--- src/rtl/cmq_pkg.sv ---
package cmq_pkg;

    // Register byte offsets; software decodes these, so they are fixed.
    localparam logic [11:0] OFS_PRIM  = 12'h244;
    localparam logic [11:0] OFS_MODE  = 12'h248;
    localparam logic [11:0] OFS_ADDR  = 12'h24C;
    localparam logic [11:0] OFS_SIZE  = 12'h250;
    localparam logic [11:0] OFS_MASK  = 12'h254;
    localparam logic [11:0] OFS_WAYS  = 12'h258;
    localparam logic [11:0] OFS_FLAGS = 12'h25C;
    localparam logic [11:0] OFS_STAT  = 12'h260;

    // Mode word field positions
    localparam int DEST_LSB   = 21;
    localparam int REGION_LSB = 17;
    localparam int NOTIFY_BIT = 15;

    localparam logic [3:0] PRIM_DRAIN     = 4'h8;
    localparam logic [3:0] PRIM_PFB_FLUSH = 4'h9;

    typedef enum logic [1:0] {
        RG_RANGE = 2'd0,
        RG_ALL   = 2'd1,
        RG_WAY   = 2'd2,
        RG_RSVD  = 2'd3
    } region_e;

    typedef enum logic [1:0] {
        DS_LRU_DATA = 2'd0,
        DS_LRU_INST = 2'd1,
        DS_WAY      = 2'd2,
        DS_RSVD     = 2'd3
    } dest_e;

    typedef enum logic [1:0] {
        Q_IDLE,
        Q_SETUP,
        Q_ISSUE,
        Q_BUSY
    } qstate_e;

    typedef enum logic [1:0] {
        P_IDLE,
        P_START,
        P_WAIT
    } pstate_e;

    typedef struct packed {
        logic [2:0] cmd;
        region_e    region;
        dest_e      dest;
        logic       notify;
    } mode_t;

    function automatic mode_t unpack_mode(input logic [31:0] w);
        mode_t m;
        m.cmd    = w[2:0];
        m.region = region_e'(w[REGION_LSB+1:REGION_LSB]);
        m.dest   = dest_e'(w[DEST_LSB+1:DEST_LSB]);
        m.notify = w[NOTIFY_BIT];
        return m;
    endfunction

endpackage

--- src/rtl/cmq_flags.sv ---
module cmq_flags #(
    parameter int NUM_MASTERS = 4,
    parameter int ID_W        = 2
) (
    input  logic            clk,
    input  logic            rst_n,
    input  logic [ID_W-1:0] id,
    input  logic            set_oe,
    input  logic            set_fe,
    input  logic            clr,
    output logic [1:0]      rd_flags
);

    logic [NUM_MASTERS-1:0] oe_q;
    logic [NUM_MASTERS-1:0] fe_q;

    generate
        for (genvar i = 0; i < NUM_MASTERS; i++) begin : g_master
            logic sel;
            assign sel = (id == ID_W'(i));

            always_ff @(posedge clk or negedge rst_n) begin
                if (!rst_n) begin
                    oe_q[i] <= 1'b0;
                    fe_q[i] <= 1'b0;
                end else if (sel && clr) begin
                    oe_q[i] <= 1'b0;
                    fe_q[i] <= 1'b0;
                end else begin
                    if (sel && set_oe) oe_q[i] <= 1'b1;
                    if (sel && set_fe) fe_q[i] <= 1'b1;
                end
            end


            oe_rise_cause_chk: assert property (@(posedge clk) disable iff (!rst_n)
                $rose(oe_q[i]) |-> $past(set_oe && id == ID_W'(i)));
        end
    endgenerate

    always_comb begin
        if (int'(id) < NUM_MASTERS) rd_flags = {fe_q[id], oe_q[id]};
        else                        rd_flags = 2'b00;
    end

endmodule

--- src/rtl/cmq_ctrl.sv ---
module cmq_ctrl
    import cmq_pkg::*;
#(
    parameter int ID_W = 2
) (
    input  logic            clk,
    input  logic            rst_n,
    input  logic [ID_W-1:0] wr_id,
    input  logic            mode_wr,
    input  logic            need_addr,
    input  logic            need_ways,
    input  logic            addr_wr,
    input  logic            size_wr,
    input  logic            ways_wr,
    input  logic            mask_wr,
    input  logic            notify,
    input  logic            arr_done,
    input  logic            ef_clr,
    output logic            mode_grant,
    output logic            mode_deny,
    output logic            param_take,
    output logic            param_deny,
    output logic            arr_start,
    output logic            est,
    output logic            qst,
    output logic            ef
);

    qstate_e         st, st_n;
    logic [ID_W-1:0] owner;
    logic [2:0]      pend, pend_n;   // {ways, size, addr}
    logic            owner_hit;
    logic            param_wr;

    assign owner_hit  = (wr_id == owner);
    assign param_wr   = addr_wr | size_wr | ways_wr | mask_wr;
    assign mode_grant = mode_wr && ((st == Q_IDLE) || (st == Q_SETUP && owner_hit));
    assign mode_deny  = mode_wr && !mode_grant;
    assign param_take = param_wr && (st == Q_SETUP) && owner_hit;
    assign param_deny = param_wr && !param_take;

    // next-state logic
    always_comb begin
        st_n   = st;
        pend_n = pend;
        unique case (st)
            Q_IDLE, Q_SETUP: begin
                if (mode_grant) begin
                    pend_n = {need_ways, need_addr, need_addr};
                    st_n   = (need_ways || need_addr) ? Q_SETUP : Q_ISSUE;
                end else if (st == Q_SETUP && param_take) begin
                    pend_n = pend & ~{ways_wr, size_wr, addr_wr};
                    if (pend_n == 3'b000) st_n = Q_ISSUE;
                end
            end
            Q_ISSUE: st_n = Q_BUSY;
            Q_BUSY:  if (arr_done) st_n = Q_IDLE;
            default: st_n = Q_IDLE;
        endcase
    end

    // state register
    always_ff @(posedge clk or negedge rst_n) begin
        if (!rst_n) begin
            st    <= Q_IDLE;
            pend  <= 3'b000;
            owner <= '0;
        end else begin
            st   <= st_n;
            pend <= pend_n;
            if (mode_grant) owner <= wr_id;
        end
    end

    // completion flag: set wins over a same-cycle clear
    always_ff @(posedge clk or negedge rst_n) begin
        if (!rst_n)                                ef <= 1'b0;
        else if (st == Q_BUSY && arr_done && notify) ef <= 1'b1;
        else if (ef_clr)                           ef <= 1'b0;
    end

    // outputs
    always_comb begin
        arr_start = (st == Q_ISSUE);
        est       = (st == Q_ISSUE) || (st == Q_BUSY);
        qst       = (st != Q_IDLE);
    end


    issue_single_pulse_chk: assert property (@(posedge clk) disable iff (!rst_n)
        arr_start |=> !arr_start);


    ef_from_done_chk: assert property (@(posedge clk) disable iff (!rst_n)
        $rose(ef) |-> $past(arr_done));


    busy_until_done_chk: assert property (@(posedge clk) disable iff (!rst_n)
        (est && !arr_done) |=> qst);

endmodule

--- src/rtl/cmq_prim.sv ---
module cmq_prim
    import cmq_pkg::*;
(
    input  logic       clk,
    input  logic       rst_n,
    input  logic       prim_wr,
    input  logic [3:0] wr_code,
    input  logic       prim_done,
    output logic       prim_start,
    output logic [3:0] prim_code,
    output logic       busy
);

    pstate_e    st, st_n;
    logic [3:0] code_q;
    logic       valid_code;

    assign valid_code = (wr_code == PRIM_DRAIN) || (wr_code == PRIM_PFB_FLUSH);

    always_comb begin
        st_n = st;
        unique case (st)
            P_IDLE:  if (prim_wr && valid_code) st_n = P_START;
            P_START: st_n = P_WAIT;
            P_WAIT:  if (prim_done) st_n = P_IDLE;
            default: st_n = P_IDLE;
        endcase
    end

    always_ff @(posedge clk or negedge rst_n) begin
        if (!rst_n) begin
            st     <= P_IDLE;
            code_q <= 4'h0;
        end else begin
            st <= st_n;
            if (st == P_IDLE && prim_wr && valid_code) code_q <= wr_code;
        end
    end

    always_comb begin
        prim_start = (st == P_START);
        prim_code  = code_q;
        busy       = (st != P_IDLE);
    end


    prim_single_pulse_chk: assert property (@(posedge clk) disable iff (!rst_n)
        prim_start |=> !prim_start);


    prim_code_valid_chk: assert property (@(posedge clk) disable iff (!rst_n)
        prim_start |-> (prim_code == PRIM_DRAIN || prim_code == PRIM_PFB_FLUSH));

endmodule

--- src/rtl/cache_maint_queue.sv ---
module cache_maint_queue
    import cmq_pkg::*;
#(
    parameter int NUM_MASTERS = 4,
    parameter int ID_W        = (NUM_MASTERS > 1) ? $clog2(NUM_MASTERS) : 1,
    parameter int NUM_WAYS    = 8,
    parameter int OFS_W       = 12
) (
    input  logic                clk,
    input  logic                rst_n,
    input  logic                bus_req,
    input  logic                bus_we,
    input  logic [ID_W-1:0]     bus_id,
    input  logic [OFS_W-1:0]    bus_addr,
    input  logic [31:0]         bus_wdata,
    output logic                bus_ack,
    output logic [31:0]         bus_rdata,
    output logic                arr_start,
    output logic [2:0]          arr_cmd,
    output logic [1:0]          arr_region,
    output logic [1:0]          arr_dest,
    output logic [31:0]         arr_addr,
    output logic [31:0]         arr_size,
    output logic [31:0]         arr_mask,
    output logic [NUM_WAYS-1:0] arr_ways,
    input  logic                arr_done,
    output logic                prim_start,
    output logic [3:0]          prim_code,
    input  logic                prim_done
);

    localparam int WAY_PAD = 32 - NUM_WAYS;

    logic [11:0] ofs;
    logic        hit_prim, hit_mode, hit_addr, hit_size, hit_mask, hit_ways, hit_stat;
    logic        prim_busy, wr_fire;
    logic        mode_grant, mode_deny, param_take, param_deny;
    logic        est, qst, ef;
    logic [1:0]  rd_flags;
    mode_t       new_mode, cur_mode;

    logic [31:0]         mode_r, addr_r, size_r, mask_r;
    logic [NUM_WAYS-1:0] ways_r;
    logic [3:0]          prim_last;

    assign ofs      = 12'(bus_addr);
    assign hit_prim = (ofs == OFS_PRIM);
    assign hit_mode = (ofs == OFS_MODE);
    assign hit_addr = (ofs == OFS_ADDR);
    assign hit_size = (ofs == OFS_SIZE);
    assign hit_mask = (ofs == OFS_MASK);
    assign hit_ways = (ofs == OFS_WAYS);
    assign hit_stat = (ofs == OFS_STAT);

    assign bus_ack  = bus_req && !(hit_prim && prim_busy);
    assign wr_fire  = bus_req && bus_we && bus_ack;

    assign new_mode = unpack_mode(bus_wdata);
    assign cur_mode = unpack_mode(mode_r);

    cmq_ctrl #(.ID_W(ID_W)) u_ctrl (
        .clk        (clk),
        .rst_n      (rst_n),
        .wr_id      (bus_id),
        .mode_wr    (wr_fire && hit_mode),
        .need_addr  (new_mode.region == RG_RANGE),
        .need_ways  (new_mode.region == RG_WAY || new_mode.dest == DS_WAY),
        .addr_wr    (wr_fire && hit_addr),
        .size_wr    (wr_fire && hit_size),
        .ways_wr    (wr_fire && hit_ways),
        .mask_wr    (wr_fire && hit_mask),
        .notify     (cur_mode.notify),
        .arr_done   (arr_done),
        .ef_clr     (wr_fire && hit_stat && bus_wdata[2]),
        .mode_grant (mode_grant),
        .mode_deny  (mode_deny),
        .param_take (param_take),
        .param_deny (param_deny),
        .arr_start  (arr_start),
        .est        (est),
        .qst        (qst),
        .ef         (ef)
    );

    cmq_flags #(.NUM_MASTERS(NUM_MASTERS), .ID_W(ID_W)) u_flags (
        .clk      (clk),
        .rst_n    (rst_n),
        .id       (bus_id),
        .set_oe   (mode_deny),
        .set_fe   (param_deny),
        .clr      (mode_grant),
        .rd_flags (rd_flags)
    );

    cmq_prim u_prim (
        .clk        (clk),
        .rst_n      (rst_n),
        .prim_wr    (wr_fire && hit_prim),
        .wr_code    (bus_wdata[3:0]),
        .prim_done  (prim_done),
        .prim_start (prim_start),
        .prim_code  (prim_code),
        .busy       (prim_busy)
    );

    // programmed registers, written only on accepted owner writes
    always_ff @(posedge clk or negedge rst_n) begin
        if (!rst_n) begin
            mode_r    <= '0;
            addr_r    <= '0;
            size_r    <= '0;
            mask_r    <= '0;
            ways_r    <= '0;
            prim_last <= '0;
        end else begin
            if (mode_grant)             mode_r <= bus_wdata;
            if (param_take && hit_addr) addr_r <= bus_wdata;
            if (param_take && hit_size) size_r <= bus_wdata;
            if (param_take && hit_mask) mask_r <= bus_wdata;
            if (param_take && hit_ways) ways_r <= bus_wdata[NUM_WAYS-1:0];
            if (wr_fire && hit_prim)    prim_last <= bus_wdata[3:0];
        end
    end

    always_comb begin
        arr_cmd    = cur_mode.cmd;
        arr_region = cur_mode.region;
        arr_dest   = cur_mode.dest;
        arr_addr   = addr_r;
        arr_size   = size_r;
        arr_mask   = mask_r;
        arr_ways   = ways_r;
    end

    always_comb begin
        bus_rdata = '0;
        unique case (ofs)
            OFS_PRIM:  bus_rdata = {28'h0, prim_last};
            OFS_MODE:  bus_rdata = mode_r;
            OFS_ADDR:  bus_rdata = addr_r;
            OFS_SIZE:  bus_rdata = size_r;
            OFS_MASK:  bus_rdata = mask_r;
            OFS_WAYS:  bus_rdata = {{WAY_PAD{1'b0}}, ways_r};
            OFS_FLAGS: bus_rdata = {30'h0, rd_flags};
            OFS_STAT:  bus_rdata = {29'h0, ef, est, qst};
            default:   bus_rdata = '0;
        endcase
    end


    stall_only_prim_chk: assert property (@(posedge clk) disable iff (!rst_n)
        (bus_req && !bus_ack) |-> hit_prim);


    issue_after_write_chk: assert property (@(posedge clk) disable iff (!rst_n)
        arr_start |-> $past(wr_fire));


    prim_after_write_chk: assert property (@(posedge clk) disable iff (!rst_n)
        prim_start |-> $past(wr_fire && hit_prim));

endmodule

--- config.mk ---
export PLATFORM = sky130hd
export DESIGN_NAME = cache_maint_queue
export DESIGN_NICKNAME = d
export VERILOG_FILES = /design/src/rtl/cmq_pkg.sv /design/src/rtl/cmq_flags.sv /design/src/rtl/cmq_ctrl.sv /design/src/rtl/cmq_prim.sv /design/src/rtl/cache_maint_queue.sv
export SDC_FILE = /design/constraint.sdc
export NUM_CORES = 1
export LEC_CHECK = 0
export BUFFER_PORTS_ARGS = -buffer_cell sky130_fd_sc_hd__buf_2
export CAP_MARGIN = 10
export CORE_MARGIN = 3
export CORE_UTILIZATION = 30
export DETAILED_ROUTE_END_ITERATION = 12
export GPL_TIMING_DRIVEN = 1
export MAX_ROUTING_LAYER = met4
export SYNTH_ARGS = -nofsm -noshare
export SYNTH_HDL_FRONTEND = slang
export SYNTH_SLANG_ARGS = --single-unit
--- constraint.sdc ---
create_clock -name clk -period 2.9 [get_ports clk]
set_clock_uncertainty 0.05 [all_clocks]
set_input_delay 0.435 -clock clk [delete_from_list [all_inputs] [get_ports clk]]
set_output_delay 0.435 -clock clk [all_outputs]
set_load 0.05 [all_outputs]
==> impl_metrics.ini, run 1 <==
[worst_setup_path]
slowest_delay_ns = 0.56
r2r-end = arr_size[31]
cp_top_family = simple AND/OR/NAND/NOR gates
cp_num_buf_inv = 3
cp_max_fo = 14
crit_arrival_ns = 2.26
worst-r2r-cell-count = 5
path_cells = buf_2, nor4b_4, nand2_1, or3_2, buf_12, o22ai_1, a21o_1, clkbuf_4
crit_required_ns = 2.41
worst_path_max_delay_cell = or3_2
rr_startpoint = u_ctrl.owner[1]
r2r_slack_ns = 0.78
crit_path_end_kind = primary output
start_kind = input port
path_class = in2out

[cells_and_area]
fin_area_mm2 = 0.00993
seq_area_mm2 = 0.00405
multi_input_area_mm2 = 0.00338
fillers = 2436
drive_above_1_share = 0.434
syn_to_final_growth_pct = 31.1
fin_nets = 926
fin_util = 0.405

[placement]
placed_area_mm2 = 0.00927
place.gp.congestion = 0.836
dp_hpwl_um = 16100
portBuffers = 201

[floorplanning]
initial_core_util = 0.309
rows = 57
dieWidth_um = 165
die-area_mm2 = 0.0272
io_pins = 202
die_h_um = 165
coreArea_mm2 = 0.0245

[worst_hold_path]
holdPathStages = 3
hold_start = bus_wdata[27]
hold_path_class = in2reg
hold_path_end = mode_r[27]

[clocking]
h-tree-depth = 4
cts_buffer_depth = 2
cts_tree = built
clk_latency_ns = 0.42
cts_root_buf = clkbuf_16
numCtsBuffers = 17
clk_pin_slew_worst_paths_ns = 0.07
clock_sinks = 162
post_cts_buffers = 0

[timing]
slew_headroom = 0.647
rsz0062_at_grt = false
hold_violations = 0
maxSlewViolCount = 0
timing.final.crit_share = 0.945
period_minus_slack_ns = 2.74
fmax_ghz = 0.365
max_slew.worst_pin.slew_ns = 0.529
finalSetupViolCount = 0

[yosys]
ys_ff_latch = 162
yosysMostFrequentCell = dfrtp_1
synth_edf_count = 0
syn-instance-count = 655
yosys.cell_types.count = 52
synthTopCellsByArea = dfrtp_1, mux2_2, nand2_1
ys_top_cells_by_count = dfrtp_1, nand2_1, mux2_2
synth-main-ff-cell = dfrtp_1
synth_warnings = 0
async_flop_share = 1.00
yosys.area.top_type = dfrtp_1
syn_nets = 707
synth.avg_cell_area_um2 = 11.6
synth_top_area_share = 0.535
netlist_area_mm2 = 0.00757
ys_seq_area_frac = 0.535

[global_route]
grt_pass1_wl_um = 35600
overflow = 0
grt_max_degree = 78
antenna_found_initial = 2
first_global_vias = 6283
track_usage = 0.175

[detailed_routing]
drt_first_pass_iters = 5
drc = 0
drt-vias-per-instance = 4.96
drt_wl_total_um = 22500
ant_nets = 0
drtIter0Drc = 358
vias = 6012
wl_per_cell_um = 18.5

[power]
power.density_mw_per_mm2 = 492
ir_worst_vdd_mv = 0.336
leakage_nw = 5.36
finalPower_w = 0.00488

[job]
max_cap_viol_count = 0

[run_status]
status = completed
[placed cells by master, fill, tap and decap left out, types with 5 or more instances in the layout]
| cell | n |
|---|---|
| o21ai_0 | 9 |
| o21ai_2 | 15 |
| nand3_1 | 7 |
| mux2_2 | 78 |
| buf_2 | 199 |
| nor2_1 | 13 |
| a21oi_1 | 13 |
| dfrtp_1 | 162 |
| clkbuf_16 | 17 |
| nor3_1 | 7 |
| nor2b_1 | 5 |
| mux2_1 | 32 |
| buf_4 | 33 |
| a22oi_1 | 25 |
| nand2b_1 | 5 |
| o21ai_1 | 6 |
| and2_1 | 5 |
| mux2i_1 | 42 |
| buf_12 | 9 |
| nand2_1 | 121 |
[power by group]
part	total [W]	internal (W)	leakage, nW	switching [W]
Sequential	0.00226	0.00226	2.25	0.00000116
Combinational	0.000222	0.0000724	2.82	0.000150
Clock	0.00240	0.00140	0.289	0.000999
Total	0.00488	0.00373	5.36	0.00115
[worst reg2reg max path: cells and delay by family (launching register included)]
kind	cells	cell delay, ns
xor gates and xnor gates	1	0.28
buffers and inverters	1	0.35
DFF	1	0.39
muxes	1	0.39
and+or+nand+nor	2	0.55
[metal layers]
layer	track usage	vias up	part of all wire
met5	-	-	0
met2	0.278	176	0.48
met3	0.0406	18	0.058
li1	-	2777	-
met4	0.0393	0	0.012
met1	0.229	3041	0.45
[worst max path at each step]
stage,depth (start not counted),to,from,slack [ns]
after floorplan,6,bus_rdata[6],bus_addr[8],-0.21
after detailed placement,8,bus_rdata[4],bus_addr[8],0.06
final,8,bus_rdata[4],bus_addr[8],0.16
after CTS,8,bus_rdata[4],bus_addr[8],0.05
after global placement,8,bus_rdata[4],bus_addr[8],0.04
after global routing,8,bus_rdata[4],bus_addr[8],0.02
[cell type report]
| class | instances | share of cell area |
|---|---|---|
| Timing Repair Buffer | 244 | 0.146 |
| Tap cell | 324 | 0.0408 |
| Antenna cell | 2 | 0.000504 |
| Clock buffer | 19 | 0.0446 |
| Multi-Input combinational cell | 447 | 0.341 |
| Clock inverter | 13 | 0.0176 |
| Sequential cell | 162 | 0.408 |
| Inverter | 2 | 0.000756 |
[through the flow]
step	worst slack (ns)	cells	setup TNS [ns]	hold WS (ns)
global route	0.0182	1213	0	0.181
finish	0.159	1213	0	0.199
global placement	0.0446	1178	0	0.219
floorplan	-0.211	655	-1.44	0.0894
detailed placement	0.0590	1178	0	0.218
CTS	0.0506	1211	0	0.180
[flip-flops by register name, summed over array words and instances, names as in the netlist]
register / flops
arr_addr: 32
arr_mask: 32
arr_size: 32
arr_ways: 8
mode_r: 32
prim_last: 4
u_ctrl.ef: 1
u_ctrl.owner: 2
u_ctrl.pend: 3
u_ctrl.st: 2
u_flags.fe_q: 4
u_flags.oe_q: 4
u_prim.prim_code: 4
u_prim.st: 2
[timing repair]
item	CTS	global route
gates resized for setup	0	4
endpoints found under the hold margin	11	0
hold buffers	1	0
setup endpoints to repair	0	7
[cells by family (layout without fill, tap and decap cells)]
family,after synthesis,in the layout,synth area share
buffers and inverters,46,278,0.0314
other,0,2,0
AO/OA/AOI/OAI,97,97,0.0834
XOR/XNOR,2,2,0.00231
flip-flops,162,162,0.535
AND/OR/NAND/NOR,194,194,0.122
multiplexers,154,154,0.225
Note: power is estimated with default switching activity, not from simulation.
==> run 2: changes to the inputs <==
==> constraint.sdc (replaced) <==
create_clock -name clk -period 3 [get_ports clk]
set_clock_uncertainty 0.05 [all_clocks]
set_input_delay 0.45 -clock clk [delete_from_list [all_inputs] [get_ports clk]]
set_output_delay 0.45 -clock clk [all_outputs]
set_load 0.05 [all_outputs]
==> impl_metrics.ini, run 2 (synthesis results as in run 1) <==
[timing]
slew_headroom = 0.432
hold_violations = 0
finalSetupViolCount = 0
fmax_ghz = 0.350
rsz0062_at_grt = false
period_minus_slack_ns = 2.86
maxSlewViolCount = 0
timing.final.crit_share = 0.952
max_slew.worst_pin.slew_ns = 0.844

[cells_and_area]
fin_nets = 918
syn_to_final_growth_pct = 29.2
instances_no_fill = 1205
final_common_cell = buf_2
drive_above_1_share = 0.427
fin_util = 0.399
fillers = 2496
layout_common_cells = buf_2, dfrtp_1, nand2_1, mux2_2, mux2i_1

[global_route]
overflow = 0
first_global_vias = 6112
grt_max_degree = 79
track_usage = 0.172
grt_pass1_wl_um = 35300
antenna_found_initial = 2

[placement]
dp_hpwl_um = 16000
placed_cells = 1170
place.gp.congestion = 0.855
portBuffers = 201

[power]
ir_worst_vdd_mv = 0.308
leakage_nw = 5.29
power.density_mw_per_mm2 = 457

[floorplanning]
io_pins = 202
rows = 57
dieWidth_um = 165
die-area_mm2 = 0.0272
coreArea_mm2 = 0.0245
die_h_um = 165
initial_core_util = 0.309

[worst_setup_path]
start_kind = input port
cp_max_fo = 15
path_class = in2out
r2r_slack_ns = 0.70
crit_required_ns = 2.50
worst-r2r-cell-count = 6
cp-endpoint = bus_rdata[31]
crit_arrival_ns = 2.36
startpoint = bus_addr[5]
crit_path_end_kind = primary output
rr_startpoint = u_prim.st[1]
r2r-end = u_flags.fe_q[3]

[detailed_routing]
drc = 0
drt-vias-per-instance = 4.95
ant_nets = 0
vias = 5960
wl_per_cell_um = 18.6
drt_first_pass_iters = 5
drt_wl_total_um = 22400
drtIter0Drc = 313

[clocking]
cts_buffer_depth = 2
cts_tree = built
h-tree-depth = 4
clk_pin_slew_worst_paths_ns = 0.08
clk_latency_ns = 0.42
post_cts_buffers = 0
cts_root_buf = clkbuf_16
numCtsBuffers = 17
clock_sinks = 162

[worst_hold_path]
hold_path_class = in2reg

[run_status]
status = completed

[job]
max_cap_viol_count = 0
run 2: critical path: stages:
cell	delay [ns]
buf_2	0.12
or4b_1	0.68
nor4_4	0.30
buf_4	0.29
a22oi_1	0.12
o21ai_0	0.09
buf_2	0.29
run 2: worst min-delay path by stage:
stage,startpoint,end,slack (ns),cells past startpoint
2_1_floorplan,rst_n,arr_addr[0],0.10,0
3_3_place_gp,rst_n,u_prim.prim_code[3],0.22,1
3_5_place_dp,rst_n,u_prim.prim_code[3],0.22,1
4_1_cts,bus_wdata[27],mode_r[27],0.20,3
5_1_grt,bus_wdata[24],mode_r[24],0.21,3
6_report,bus_wdata[27],mode_r[27],0.21,3
run 2: layout make-up:
type,instances,area (um2),share of cell area
tap,324,405,0.0414
timing repair buffer,236,1390,0.142
clock buffer,18,429,0.0439
sequential,162,4050,0.414
clock inverter,14,123,0.0125
inverter,2,7.51,0.000768
antenna,2,5.00,0.000512
multi-input combinational,447,3360,0.344
run 2: metal layers:
layer | global-route usage | vias to the layer above | wire length [um]
li1 | - | 2768 | -
met1 | 0.224 | 2995 | 10100
met2 | 0.274 | 179 | 10700
met3 | 0.0434 | 18 | 1370
met4 | 0.0377 | 0 | 255
met5 | - | - | 0
run 2: where the power goes:
group	switching, W	internal [W]
registers	0.00000110	0.00218
clock network	0.000988	0.00109
logic	0.000143	0.0000676
run 2: stage by stage:
stage | total power [W] | setup slack, ns | hold slack, ns | cell area (um2) | setup TNS (ns)
after floorplan | 0.00230 | -0.269 | 0.104 | 7630 | -1.84
after global placement | 0.00244 | 0.0765 | 0.216 | 9210 | 0
after detailed placement | 0.00244 | 0.0729 | 0.216 | 9210 | 0
after CTS | 0.00455 | 0.0642 | 0.197 | 9770 | 0
after global routing | 0.00465 | 0.00839 | 0.209 | 9780 | 0
final | 0.00447 | 0.145 | 0.212 | 9780 | 0
run 2: what timing repair did:
action,CTS,global route
hold buffers,1,0
setup endpoints to repair,0,3
endpoints found under the hold margin,7,0
gates resized for setup,0,2
